--- src/rtl/chstat_pkg.sv ---
package chstat_pkg;
  localparam int unsigned CS_BITS = 32;
  localparam int unsigned IDX_W   = $clog2(CS_BITS);

  typedef logic [CS_BITS-1:0] cs_word_t;

  typedef enum logic [1:0] {
    RATE_44K1 = 2'b00,
    RATE_48K  = 2'b01,
    RATE_32K  = 2'b10,
    RATE_96K  = 2'b11
  } rate_e;

  typedef struct packed {
    logic  pro;
    rate_e rate;
    logic  emph;
  } cs_fields_t;
endpackage

--- src/rtl/chstat_frame_trk.sv ---
module chstat_frame_trk
  import chstat_pkg::*;
#(
  parameter int unsigned BLOCK_FRAMES = 192,
  parameter int unsigned FLAG_FRAMES  = CS_BITS,
  localparam int unsigned FW = $clog2(BLOCK_FRAMES + 1)
) (
  input  logic             clk_i,
  input  logic             rst_ni,
  input  logic             sub_valid_i,
  input  logic             sub_chan_i,
  input  logic             blk_start_i,
  input  logic             src_sel_i,
  output logic             cap_en_o,
  output logic [IDX_W-1:0] cap_idx_o,
  output logic             cap_last_o,
  output logic             blk_flag_o
);
  logic [FW-1:0] frame_q, frame_d;
  logic          sync_q, sync_d;
  logic          sel_q, sel_d;
  logic          flag_q, flag_d;
  logic          lead, zmark;

  assign lead  = sub_valid_i && !sub_chan_i;
  assign zmark = lead && blk_start_i;

  always_comb begin
    frame_d = frame_q;
    sync_d  = sync_q;
    sel_d   = sel_q;
    if (zmark) begin
      frame_d = '0;
      sync_d  = 1'b1;
      sel_d   = src_sel_i;
    end else if (lead && sync_q) begin
      // block overran without a Z: drop alignment
      if (frame_q == FW'(BLOCK_FRAMES - 1)) sync_d = 1'b0;
      frame_d = frame_q + 1'b1;
    end
  end

  always_comb begin
    flag_d = flag_q;
    if (zmark)                                   flag_d = 1'b1;
    else if (lead && (!sync_d || frame_d == FW'(FLAG_FRAMES))) flag_d = 1'b0;
  end

  assign cap_en_o   = sub_valid_i && sync_d && (frame_d < FW'(CS_BITS)) &&
                      (sub_chan_i == sel_d);
  assign cap_idx_o  = frame_d[IDX_W-1:0];
  assign cap_last_o = (cap_idx_o == IDX_W'(CS_BITS - 1));
  assign blk_flag_o = flag_q;

  always_ff @(posedge clk_i or negedge rst_ni) begin
    if (!rst_ni) begin
      frame_q <= '0;
      sync_q  <= 1'b0;
      sel_q   <= 1'b0;
      flag_q  <= 1'b0;
    end else begin
      frame_q <= frame_d;
      sync_q  <= sync_d;
      sel_q   <= sel_d;
      flag_q  <= flag_d;
    end
  end
endmodule

--- src/rtl/chstat_collect.sv ---
module chstat_collect
  import chstat_pkg::*;
(
  input  logic             clk_i,
  input  logic             rst_ni,
  input  logic             cap_en_i,
  input  logic [IDX_W-1:0] cap_idx_i,
  input  logic             cap_last_i,
  input  logic             cbit_i,
  output cs_word_t         word_o
);
  cs_word_t shadow_q, shadow_d;
  cs_word_t word_q;

  always_comb begin
    shadow_d = shadow_q;
    shadow_d[cap_idx_i] = cbit_i;
  end

  always_ff @(posedge clk_i or negedge rst_ni) begin
    if (!rst_ni) begin
      shadow_q <= '0;
      word_q   <= '0;
    end else if (cap_en_i) begin
      shadow_q <= shadow_d;
      if (cap_last_i) word_q <= shadow_d;
    end
  end

  assign word_o = word_q;
endmodule

--- src/rtl/chstat_decode.sv ---
module chstat_decode
  import chstat_pkg::*;
(
  input  cs_word_t   word_i,
  output cs_fields_t fld_o
);
  rate_e con_rate, pro_rate;
  logic  con_emph, pro_emph;

  always_comb begin
    unique case ({word_i[24], word_i[25], word_i[26], word_i[27]})
      4'b0100: con_rate = RATE_48K;
      4'b1100: con_rate = RATE_32K;
      4'b0101: con_rate = RATE_96K;
      default: con_rate = RATE_44K1;
    endcase
    unique case ({word_i[6], word_i[7]})
      2'b01:   pro_rate = RATE_48K;
      2'b11:   pro_rate = RATE_32K;
      default: pro_rate = RATE_44K1;
    endcase
  end

  assign con_emph = ({word_i[5], word_i[4], word_i[3]} == 3'b001);
  assign pro_emph = ({word_i[2], word_i[3], word_i[4]} == 3'b110);

  assign fld_o.pro  = word_i[0];
  assign fld_o.rate = word_i[0] ? pro_rate : con_rate;
  assign fld_o.emph = word_i[0] ? pro_emph : con_emph;
endmodule

--- src/rtl/chstat_deemph_sel.sv ---
module chstat_deemph_sel
  import chstat_pkg::*;
(
  input  logic       clk_i,
  input  logic       rst_ni,
  input  logic       auto_i,
  input  cs_fields_t fld_i,
  input  logic       man_en_i,
  input  logic [1:0] man_rate_i,
  output logic       en_o,
  output rate_e      rate_o
);
  always_ff @(posedge clk_i or negedge rst_ni) begin
    if (!rst_ni) begin
      en_o   <= 1'b0;
      rate_o <= RATE_44K1;
    end else if (auto_i) begin
      en_o   <= fld_i.emph;
      rate_o <= fld_i.rate;
    end else begin
      en_o   <= man_en_i;
      rate_o <= rate_e'(man_rate_i);
    end
  end
endmodule

--- src/rtl/chstat_rx.sv ---
module chstat_rx
  import chstat_pkg::*;
#(
  parameter int unsigned BLOCK_FRAMES = 192,
  parameter int unsigned FLAG_FRAMES  = CS_BITS
) (
  input  logic               clk_i,
  input  logic               rst_ni,
  input  logic               sub_valid_i,
  input  logic               sub_chan_i,
  input  logic               cbit_i,
  input  logic               blk_start_i,
  input  logic               src_sel_i,
  input  logic               auto_deemph_i,
  input  logic               man_deemph_en_i,
  input  logic [1:0]         man_rate_i,
  output logic [CS_BITS-1:0] status_word_o,
  output logic               pro_mode_o,
  output logic [1:0]         fs_code_o,
  output logic               pre_emph_o,
  output logic               blk_flag_o,
  output logic               deemph_en_o,
  output logic [1:0]         deemph_rate_o
);
  logic             cap_en, cap_last;
  logic [IDX_W-1:0] cap_idx;
  cs_word_t         word;
  cs_fields_t       fld;
  rate_e            dm_rate;

  chstat_frame_trk #(
    .BLOCK_FRAMES(BLOCK_FRAMES),
    .FLAG_FRAMES (FLAG_FRAMES)
  ) u_trk (
    .clk_i      (clk_i),
    .rst_ni     (rst_ni),
    .sub_valid_i(sub_valid_i),
    .sub_chan_i (sub_chan_i),
    .blk_start_i(blk_start_i),
    .src_sel_i  (src_sel_i),
    .cap_en_o   (cap_en),
    .cap_idx_o  (cap_idx),
    .cap_last_o (cap_last),
    .blk_flag_o (blk_flag_o)
  );

  chstat_collect u_col (
    .clk_i     (clk_i),
    .rst_ni    (rst_ni),
    .cap_en_i  (cap_en),
    .cap_idx_i (cap_idx),
    .cap_last_i(cap_last),
    .cbit_i    (cbit_i),
    .word_o    (word)
  );

  chstat_decode u_dec (
    .word_i(word),
    .fld_o (fld)
  );

  chstat_deemph_sel u_dm (
    .clk_i     (clk_i),
    .rst_ni    (rst_ni),
    .auto_i    (auto_deemph_i),
    .fld_i     (fld),
    .man_en_i  (man_deemph_en_i),
    .man_rate_i(man_rate_i),
    .en_o      (deemph_en_o),
    .rate_o    (dm_rate)
  );

  assign status_word_o = word;
  assign pro_mode_o    = fld.pro;
  assign fs_code_o     = fld.rate;
  assign pre_emph_o    = fld.emph;
  assign deemph_rate_o = dm_rate;
endmodule

--- config.mk ---
export PLATFORM = sky130hd
export DESIGN_NAME = chstat_rx
export DESIGN_NICKNAME = d
export VERILOG_FILES = /design/src/rtl/chstat_pkg.sv /design/src/rtl/chstat_frame_trk.sv /design/src/rtl/chstat_collect.sv /design/src/rtl/chstat_decode.sv /design/src/rtl/chstat_deemph_sel.sv /design/src/rtl/chstat_rx.sv
export SDC_FILE = /design/constraint.sdc
export NUM_CORES = 1
export LEC_CHECK = 0
export BUFFER_PORTS_ARGS = -buffer_cell sky130_fd_sc_hd__buf_4
export CORE_MARGIN = 3
export CORE_UTILIZATION = 40
export CTS_BUF_LIST = sky130_fd_sc_hd__clkbuf_4 sky130_fd_sc_hd__clkbuf_8
export CTS_CLUSTER_SIZE = 40
export DETAILED_ROUTE_END_ITERATION = 6
export HOLD_SLACK_MARGIN = 0.03
export SYNTH_ARGS = -nofsm -noshare
export SYNTH_HDL_FRONTEND = slang
export SYNTH_SLANG_ARGS = --single-unit
--- constraint.sdc ---
create_clock -name clk_i -period 8.12 [get_ports clk_i]
set_clock_uncertainty 0.2 [all_clocks]
set_input_delay 1.218 -clock clk_i [delete_from_list [all_inputs] [get_ports clk_i]]
set_output_delay 1.218 -clock clk_i [all_outputs]
set_load 0.005 [all_outputs]
======== Word-level counts from Yosys, hierarchy flattened ========
Cells that the tools add are included.
storage, ports and cells
  bits in registers ....................... 78
  input port bits ......................... 11
  output and inout port bits .............. 40
  word-level logic and storage cells ...... 53
operators by class
  add/subtract/negate cells ............... 1
  order comparisons ....................... 3
  equal/unequal tests ..................... 11
  muxes and demuxes ....................... 17
  reductions and logical operators ........ 13
operator list
  kind                                                                count
  bitwise mux 32 bit                                                  1
  two-way mux 8 bit                                                   2
  two-way mux 1 bit                                                   9
  adder 8 x 1 -> 8 bit (second input constant)                        1
  == test 4 x 3 -> 1 bit (second input constant)                      2
  == test 8 x 6 -> 1 bit (second input constant)                      1
  == test 8 bit (second input constant)                               1
  logical AND 1 bit                                                   8
  less-than comparator 8 x 6 -> 1 bit (second input constant)         1
  less-than comparator 5 x 6 -> 1 bit (second input constant)         1
  one-hot mux 2 bit (3 select lines)                                  1
  demux 1 bit (select 5 bit)                                          1
  == test 5 bit (second input constant)                               1
  greater-or-equal comparator 5 x 1 -> 1 bit (second input constant)  1
  == test 4 bit (second input constant)                               1
  two-way mux 2 bit                                                   2
  one-hot mux 2 bit (2 select lines)                                  1
  == test 3 x 1 -> 1 bit (second input constant)                      1
  == test 3 bit (second input constant)                               1
  == test 2 x 1 -> 1 bit (second input constant)                      1
  == test 2 bit (second input constant)                               1
  logical NOT 1 bit                                                   2
  AND reduction 2 bit                                                 1
  nonzero test 2 bit                                                  1
  other kinds (2)                                                     2

======== Depth between registers and ports, before layout ========
Gate-level depths: netlist (run 1).
  depth after elaboration ................. 10
  gate-level depth with buffers ........... 11
  depth with buffers taken out ............ 7

======== Modules after synthesis ========
From an unflattened synthesis (run 1), not the netlist that was laid out.
second synthesis, totals
  cell total of the unflattened synthesis .. 412
  area total of the unflattened synthesis .. 4047.6 um^2
modules (own cells, without submodules)
  module             times used  cells each  area each (um^2)  sequential area each (um^2)
  chstat_collect     1           308         3090.5            1601.5
  chstat_frame_trk   1           87          773.2             275.3
  chstat_deemph_sel  1           6           108.9             75.1
  chstat_decode      1           11          75.1              0.0

======== Least setup slack after synthesis (run 1) ========
OpenSTA, ideal clock, no wires.
  kind .................................... input port to flip-flop
  start point ............................. in blk_start_i
  end point ............................... reg u_col.word_q[19], in the netlist u_col.word_o[19]
  setup time .............................. 0.125 ns
  arrival ................................. 3.219 ns
  required time ........................... 7.795 ns
  slack ................................... 4.576 ns
  cell stages on the path ................. 10
  buffers on the path ..................... 4
  cell sequence ........................... buf_2 -> nor3b_2 -> nand3b_1 -> and2_1 -> clkbuf_1 -> nor3_2 -> and3b_1 -> buf_4 -> buf_6 -> mux2_4
on the way
  cells in the longest elaborated chain, start to end .. 7
  elaborated cells on any way between the ends .. 17
  those cells by class .................... 3 x order compare; 2 x eq/ne; 6 x mux; 6 x reduce/logical
RTL lines
  what                                                                                                                     RTL line                text
  start: declaration                                                                                                       chstat_rx.sv:12         input logic blk_start_i,
  logical AND 1 bit *                                                                                                      chstat_frame_trk.sv:26  assign zmark = lead && blk_start_i;
  two-way mux 8 bit                                                                                                        chstat_frame_trk.sv:32  if (zmark) begin
  less-than comparator 5 x 6 -> 1 bit (implied by the code) or greater-or-equal comparator 5 x 1 -> 1 bit (tied branches)  chstat_collect.sv:17    shadow_d[cap_idx_i] = cbit_i;
  logical AND 1 bit (implied by the code)                                                                                  chstat_collect.sv:17
  two-way mux 1 bit (implied by the code)                                                                                  chstat_collect.sv:17
  demux 1 bit (select 5 bit)                                                                                               --
  bitwise mux 32 bit                                                                                                       chstat_collect.sv:17
  end signal: assignment                                                                                                   chstat_collect.sv:26    if (cap_last_i) word_q <= shadow_d;
  end: declaration                                                                                                         chstat_collect.sv:13    cs_word_t word_q;
Mark *: on every way between the ends. The rest lies on a longest branch, timed or not.
A chain may end at the register's enable or synchronous reset.

======== Final worst setup path (run 1) ========
  start point ............................. in sub_chan_i
  end point ............................... reg u_col.word_q[2], in the netlist u_col.word_o[2]
on the way
  cells in the longest elaborated chain, start to end .. 10
  elaborated cells on any way between the ends .. 22
  those cells by class .................... 3 x order compare; 2 x eq/ne; 8 x mux; 9 x reduce/logical
RTL lines
  what                                                                                                                     RTL line                text
  start: declaration                                                                                                       chstat_rx.sv:10         input logic sub_chan_i,
  logical NOT 1 bit                                                                                                        chstat_frame_trk.sv:25  assign lead = sub_valid_i && !sub_chan_i;
  logical AND 1 bit                                                                                                        chstat_frame_trk.sv:25
  logical AND 1 bit                                                                                                        chstat_frame_trk.sv:36  end else if (lead && sync_q) begin
  two-way mux 8 bit                                                                                                        chstat_frame_trk.sv:36
  two-way mux 8 bit                                                                                                        chstat_frame_trk.sv:32
  less-than comparator 5 x 6 -> 1 bit (implied by the code) or greater-or-equal comparator 5 x 1 -> 1 bit (tied branches)  chstat_collect.sv:17
  logical AND 1 bit (implied by the code)                                                                                  chstat_collect.sv:17
  two-way mux 1 bit (implied by the code)                                                                                  chstat_collect.sv:17
  demux 1 bit (select 5 bit)                                                                                               --
  bitwise mux 32 bit                                                                                                       chstat_collect.sv:17
Parallel ways exist; a longest one is shown, timed or not.

==> results by group, run 1 <==
Run status
  • Status: finished, final reports clean

CTS
  • CTS-repair resized insts: 0
  • Number of H-tree levels: 3
  • CTS tree: done
  • Clock Tree Root: clkbuf_8
  • Post-CTS setup buffers: 0
  • Max Root-Sink Buffers: 2
  • Reg clk slew, reported paths: 80 ps
  • Worst skew pair latency: 350 ps
  • Hold buffers post-CTS: 0
  • Num CTS Buffers: 9
  • CTS sink cnt: 77

Worst setup path
  • Worst EP required: 8160 ps
  • CP max FO: 36
  • Worst setup path class: in2reg
  • Crit end category: flop
  • CP arrival: 4320 ps
  • CP Launch Type: primary input

Detailed routing
  • DRC: 0
  • Detailed Route Iter0 Violations: 113
  • Final WL: 8650 um
  • Post-DRT Antenna Nets: 0
  • Average routed wire per standard cell: 15.93 um
  • Drt first pass iters: 4
  • Vias per inst: 5.241
  • Vias: 2846

Final layout
  • FF/Latch Area: 1927 sq um
  • Fill cell count: 935
  • Layout cells sized above 1: 0.3634
  • Multi-input gate area: 2071 sq um
  • Antenna fix cells: 0
  • Area grow syn2layout: 14.62%
  • Fin cells: 543
  • Nets: 417

Power
  • P_leak: 2.260 nW
  • Reg power frac: 0.502
  • Sw Ratio: 0.2734
  • Comb pwr share: 0.135
  • Clk pwr share: 0.363
  • P per Cell Area: 172.9 nW/um^2
  • Maximum vdd ir drop: 0.07545 mV
  • Psw: 0.2264 mW
  • Internal Pwr Total: 0.6017 mW

Min path
  • Hold Crit Class: reg2reg

Floorplan
  • Die width: 108.2 um
  • Starting Density: 0.4197
  • Die Ht: 108.2 um
  • Row count: 36
  • Die area: 11710 sq um
  • Core footprint: 9955 sq um
  • # IOs: 51

Synth
  • Syn Nets: 381
  • Top post-synthesis cells by area: dfrtp_1 (46%), mux2_2 (14%), mux2_4 (7.5%)
  • Top cells by count, synth: dfrtp_1 (77), mux2_2 (52), nor2_1 (34)
  • Synth Warn #: 0
  • Top-area cell type share of the netlist area: 0.4612
  • Post-synth top flop: dfrtp_1
  • Post-synth cell types: 54
  • Asr flop ratio synth: 1.000
  • EDFF count, synth: 0
  • Count leader, synth: dfrtp_1
  • Seq/Total Area, Yosys: 0.4612
  • Post-Syn Area: 4178 sq um
  • Mean Syn Cell Area: 11.32 sq um
  • Post-synthesis register bit count: 77
  • Gate Count Post-Synth: 369
  • Largest area contributor in the netlist: dfrtp_1

STA
  • Hold Fails Final Rpt: 0
  • RSZ-0062 raised after global routing: no
  • Max Slew Vio Count: 0
  • Worst Max-Slew Pin Slew: 1026 ps
  • Final Critical Period: 4280 ps
  • Setup_tns: 0 ps
  • # setup viols final: 0
  • F_max: 233.6 MHz
  • Worst slew margin: 0.3163
  • Final period utilization: 0.5271

Placed design
  • Placed Instances: 527
  • Detailed Place HPWL: 5833 um
  • GP Congestion: 0.8109
  • # port buffers: 50

Global route
  • Antenna violations before repair: 0
  • Grt ovf: 0
  • First-pass GRT wire length: 14680 um
  • Largest net degree at the start of global routing: 78
  • GRT Util Overall: 0.1581
  • Number of global-route vias before repair: 2889

Flow run
  • Max-cap viol count: 0
per-stage QoR:
stage / power [mW] / area [sq um] / worst slack (ps) / hold WS, ps / utilization
2_1_floorplan: 0.5012 / 4178 / 4576 / 249.6 / -
4_1_cts: 0.8421 / 4788 / 3836 / 291.4 / 0.4810
3_5_place_dp: 0.5360 / 4581 / 3445 / 270.7 / 0.4602
5_1_grt: 0.8665 / 4788 / 3671 / 315.6 / 0.4810
6_report: 0.8281 / 4788 / 3840 / 291.4 / 0.4810
3_3_place_gp: 0.5333 / 4581 / 3572 / 263.7 / 0.4602
path summary, 6_finish.rpt:
| path | startpoint | to | slack, ps | cells past startpoint |
|---|---|---|---|---|
| setup / recovery | sub_chan_i | u_col.word_o[2] | 3840 | 7 |
| setup reg to reg | u_trk.sync_q | u_col.word_o[2] | 4250 | 6 |
| hold / removal | u_col.shadow_q[10] | u_col.shadow_q[10] | 290 | 2 |
| hold reg to reg | u_col.shadow_q[10] | u_col.shadow_q[10] | 290 | 2 |
| min in group asynchronous | rst_ni | u_col.word_o[10] | 810 | 1 |
| max in group asynchronous | rst_ni | u_col.shadow_q[0] | 6280 | 1 |
critical path: stages:
cell	delay [ps]
buf_4	130
nand2b_1	370
o31a_1	400
o21ai_1	300
o211ai_4	370
and3b_2	1030
mux2_2	430
layout by cell type (no fill, tap or decap), drive strengths merged, types with 4 or more instances in the layout:
cell type	netlist	routed
a21oi	6	6
and3b	4	4
buf	13	50
clkbuf	12	10
clkinv	0	4
dfrtp	77	77
inv	11	12
mux2	73	73
mux2i	16	16
nand2	24	24
nand3	9	9
nand3b	4	4
nor2	34	34
nor3	14	14
o211ai	6	6
o21ai	10	10
xnor2	4	4
layer usage:
layer | wire, um | up-vias | GRT usage | part of all wire
met3 | 230 | 11 | 0.03104 | 0.027
met2 | 3955 | 41 | 0.2393 | 0.46
li1 | - | 1391 | - | -
met1 | 4333 | 1403 | 0.2270 | 0.50
met4 | 131 | 0 | 0.05320 | 0.015
met5 | 0 | - | 0 | 0
power groups by stage:
stage / clock, mW / combinational, mW / sequential [mW]
3_3_place_gp: 0 / 0.112 / 0.421
2_1_floorplan: 0 / 0.0817 / 0.419
3_5_place_dp: 0 / 0.113 / 0.423
5_1_grt: 0.324 / 0.124 / 0.418
4_1_cts: 0.313 / 0.114 / 0.415
6_report: 0.301 / 0.112 / 0.415
state kept, by name, indices dropped and copies added (netlist names):
| register | count |
|---|---|
| u_col.shadow_q | 31 |
| u_trk.sync_q | 1 |
| u_trk.sel_q | 1 |
| u_dm.rate_o | 2 |
| u_dm.en_o | 1 |
| u_col.word_o | 32 |
| u_trk.blk_flag_o | 1 |
| u_trk.frame_q | 8 |
area by class of cell:
cell class                 instances  share of cell area
clock inverter                     6             0.01463
timing repair buffer              50             0.07839
tap                              133             0.03475
sequential                        77              0.4024
clock buffer                      10             0.02874
inverter                          11            0.008623
multi-input combinational        256              0.4325
kinds of logic (layout without fill, tap and decap cells):
kind of cell,after synthesis,after routing,synth area share
adders and majority gates,1,1,0.002994
and+or+nand+nor,112,112,0.1357
xor gates and xnor gates,6,6,0.01258
DFF,77,77,0.4612
buffers and inverters,36,77,0.04342
muxes,89,89,0.2540
AOI/OAI and AO/OA,48,48,0.09015
(Power assumes the default switching activity.)
==> run 2, diff against run 1 <==
Clock period 8.12 ns to 3.6 ns, I/O delays scaled along.
==> run 2 against run 1 <==
- hold slack worse by 160 ps
- largest power group unchanged
- count of clock-buffer cells in the layout unchanged
- sequential power up 130%
- combinational power up 140%
- via count up 3.6%
- core utilization up 0.78 points
- first-iteration DRC count up 53%
==> results by group, run 2 (synthesized netlist as in run 1, its figures left out) <==
Run status
  • Status: finished, final reports clean

STA
  • Worst Max-Slew Pin Slew: 978.1 ps
  • Worst hold-check slack: 126.6 ps
  • Hold Fails Final Rpt: 0
  • Setup ws final: 389.3 ps
  • Final Critical Period: 3211 ps
  • Max Slew Vio Count: 0
  • F_max: 311.5 MHz
  • Worst slew margin: 0.3479
  • RSZ-0062 raised after global routing: no
  • Setup_tns: 0 ps
  • # setup viols final: 0
  • Final period utilization: 0.8919

Final layout
  • Post-route design area: 4866 sq um
  • Fin cells: 551
  • Antenna fix cells: 0
  • Fill cell count: 933
  • Layout cells sized above 1: 0.3756
  • Most common cell after layout, fill and taps aside: dfrtp_1
  • Most frequent cells in the layout: dfrtp_1 (77), buf_4 (58), mux2_2 (52)
  • Largest register FFs: 32
  • Area grow syn2layout: 16.47%
  • Nets: 425
  • Final core utilization: 0.4888

CTS
  • Worst skew pair latency: 360 ps
  • Number of H-tree levels: 3
  • Clock Tree Root: clkbuf_8
  • CTS sink cnt: 77
  • Post-CTS setup buffers: 0
  • Max Root-Sink Buffers: 2
  • CTS tree: done
  • CTS-repair resized insts: 0
  • Num CTS Buffers: 9
  • Hold buffers post-CTS: 0
  • Reg clk slew, reported paths: 90 ps

Detailed routing
  • Final WL: 8882 um
  • Drt first pass iters: 4
  • Average routed wire per standard cell: 16.12 um
  • Post-DRT Antenna Nets: 0
  • Vias: 2949
  • DRC: 0
  • Detailed Route Iter0 Violations: 173
  • Vias per inst: 5.352

Placed design
  • Detailed Place HPWL: 6144 um
  • GP Congestion: 0.8292
  • Placed instance area: 4641 sq um
  • Placed Instances: 535
  • Worst slack, placed: 377.1 ps
  • # port buffers: 50

Min path
  • Hold Crit Class: in2async

Worst setup path
  • Worst EP required: 3630 ps
  • CP Launch Type: flop
  • CP max FO: 17
  • Crit end category: flop
  • R2r setup slk: 390 ps
  • Worst setup path class: reg2reg
  • CP arrival: 3240 ps
  • R2R Path End: u_col.word_o[0]
  • R2R cell count: 7
  • Reg-to-Reg Start: u_trk.sync_q

Global route
  • GR Layer Usage met1: 0.2339
  • Antenna violations before repair: 0
  • Grt ovf: 0
  • Met2 Track Usage GR: 0.2371
  • Largest net degree at the start of global routing: 78
  • Met3 Use GR: 0.03343
  • First-pass GRT wire length: 14780 um
  • Gr busiest metal: met2
  • GRT Util Overall: 0.1595
  • Number of global-route vias before repair: 2926

Floorplan
  • Row count: 36
  • Die area: 11710 sq um
  • Die Ht: 108.2 um
  • Starting Density: 0.4197
  • # IOs: 51
  • Die width: 108.2 um
  • Core footprint: 9955 sq um

Power
  • P_leak: 2.305 nW
  • Maximum vdd ir drop: 0.1533 mV
  • Internal Pwr Total: 1.426 mW
  • Psw: 0.5147 mW
  • Sw Ratio: 0.2652
  • Reg power frac: 0.483
  • Clk pwr share: 0.379
  • Total chip power: 1.940 mW
  • Comb pwr share: 0.138
  • P per Cell Area: 398.8 nW/um^2

Flow run
  • Max-cap viol count: 0
## run 2: changes by cell type in the layout (fill, tap and decap cells not counted), sizes merged
| cell | before | now |
|---|---|---|
| clkinv | 4 | 1 |
| bufinv | 1 | 2 |
| inv | 12 | 13 |
| buf | 50 | 58 |
| clkinvlp | 0 | 1 |
## run 2: metal layers
layer / vias to the layer above / wire length, um
met4: 0 / 87
met3: 7 / 313
met2: 59 / 4034
met1: 1477 / 4446
li1: 1406 / -
met5: - / 0
## run 2: cell type report
cell class              instances  area, sq um  share of cell area
multi-input cells             256         2071              0.4256
flip-flops and latches         77         1927              0.3960
repair buffers                 58        435.4             0.08948
well taps                     133        166.4             0.03420
clock buffers                  10        131.4             0.02700
clock inverters                 6        93.84             0.01929
inverters                      11        41.29            0.008485
## run 2: worst max-delay path by stage
| stage | from | endpoint | slack [ps] | cells past startpoint |
|---|---|---|---|---|
| 2_1_floorplan | blk_start_i | u_col.word_o[19] | 730 | 10 |
| 3_3_place_gp | sub_chan_i | u_col.word_o[0] | 450 | 7 |
| 3_5_place_dp | sub_chan_i | u_col.word_o[2] | 380 | 8 |
| 4_1_cts | u_trk.sync_q | u_col.word_o[0] | 450 | 7 |
| 5_1_grt | u_trk.sync_q | u_col.word_o[0] | 210 | 7 |
| 6_report | u_trk.sync_q | u_col.word_o[0] | 390 | 7 |
## run 2: power groups by stage
stage | sequential, mW | combinational, mW | clock (mW)
after global placement | 0.952 | 0.267 | 0
after floorplan | 0.946 | 0.184 | 0
after global routing | 0.943 | 0.296 | 0.791
after CTS | 0.937 | 0.270 | 0.762
after detailed placement | 0.954 | 0.270 | 0
final | 0.937 | 0.268 | 0.735
## run 2: critical path: stages, from the launching register on
cell and delay [ps]:
dfrtp_1 550, nand4_1 460, nor3_1 590, nor2_1 150, nor3_2 220, and3b_2 230, buf_4 310, mux2_2 380
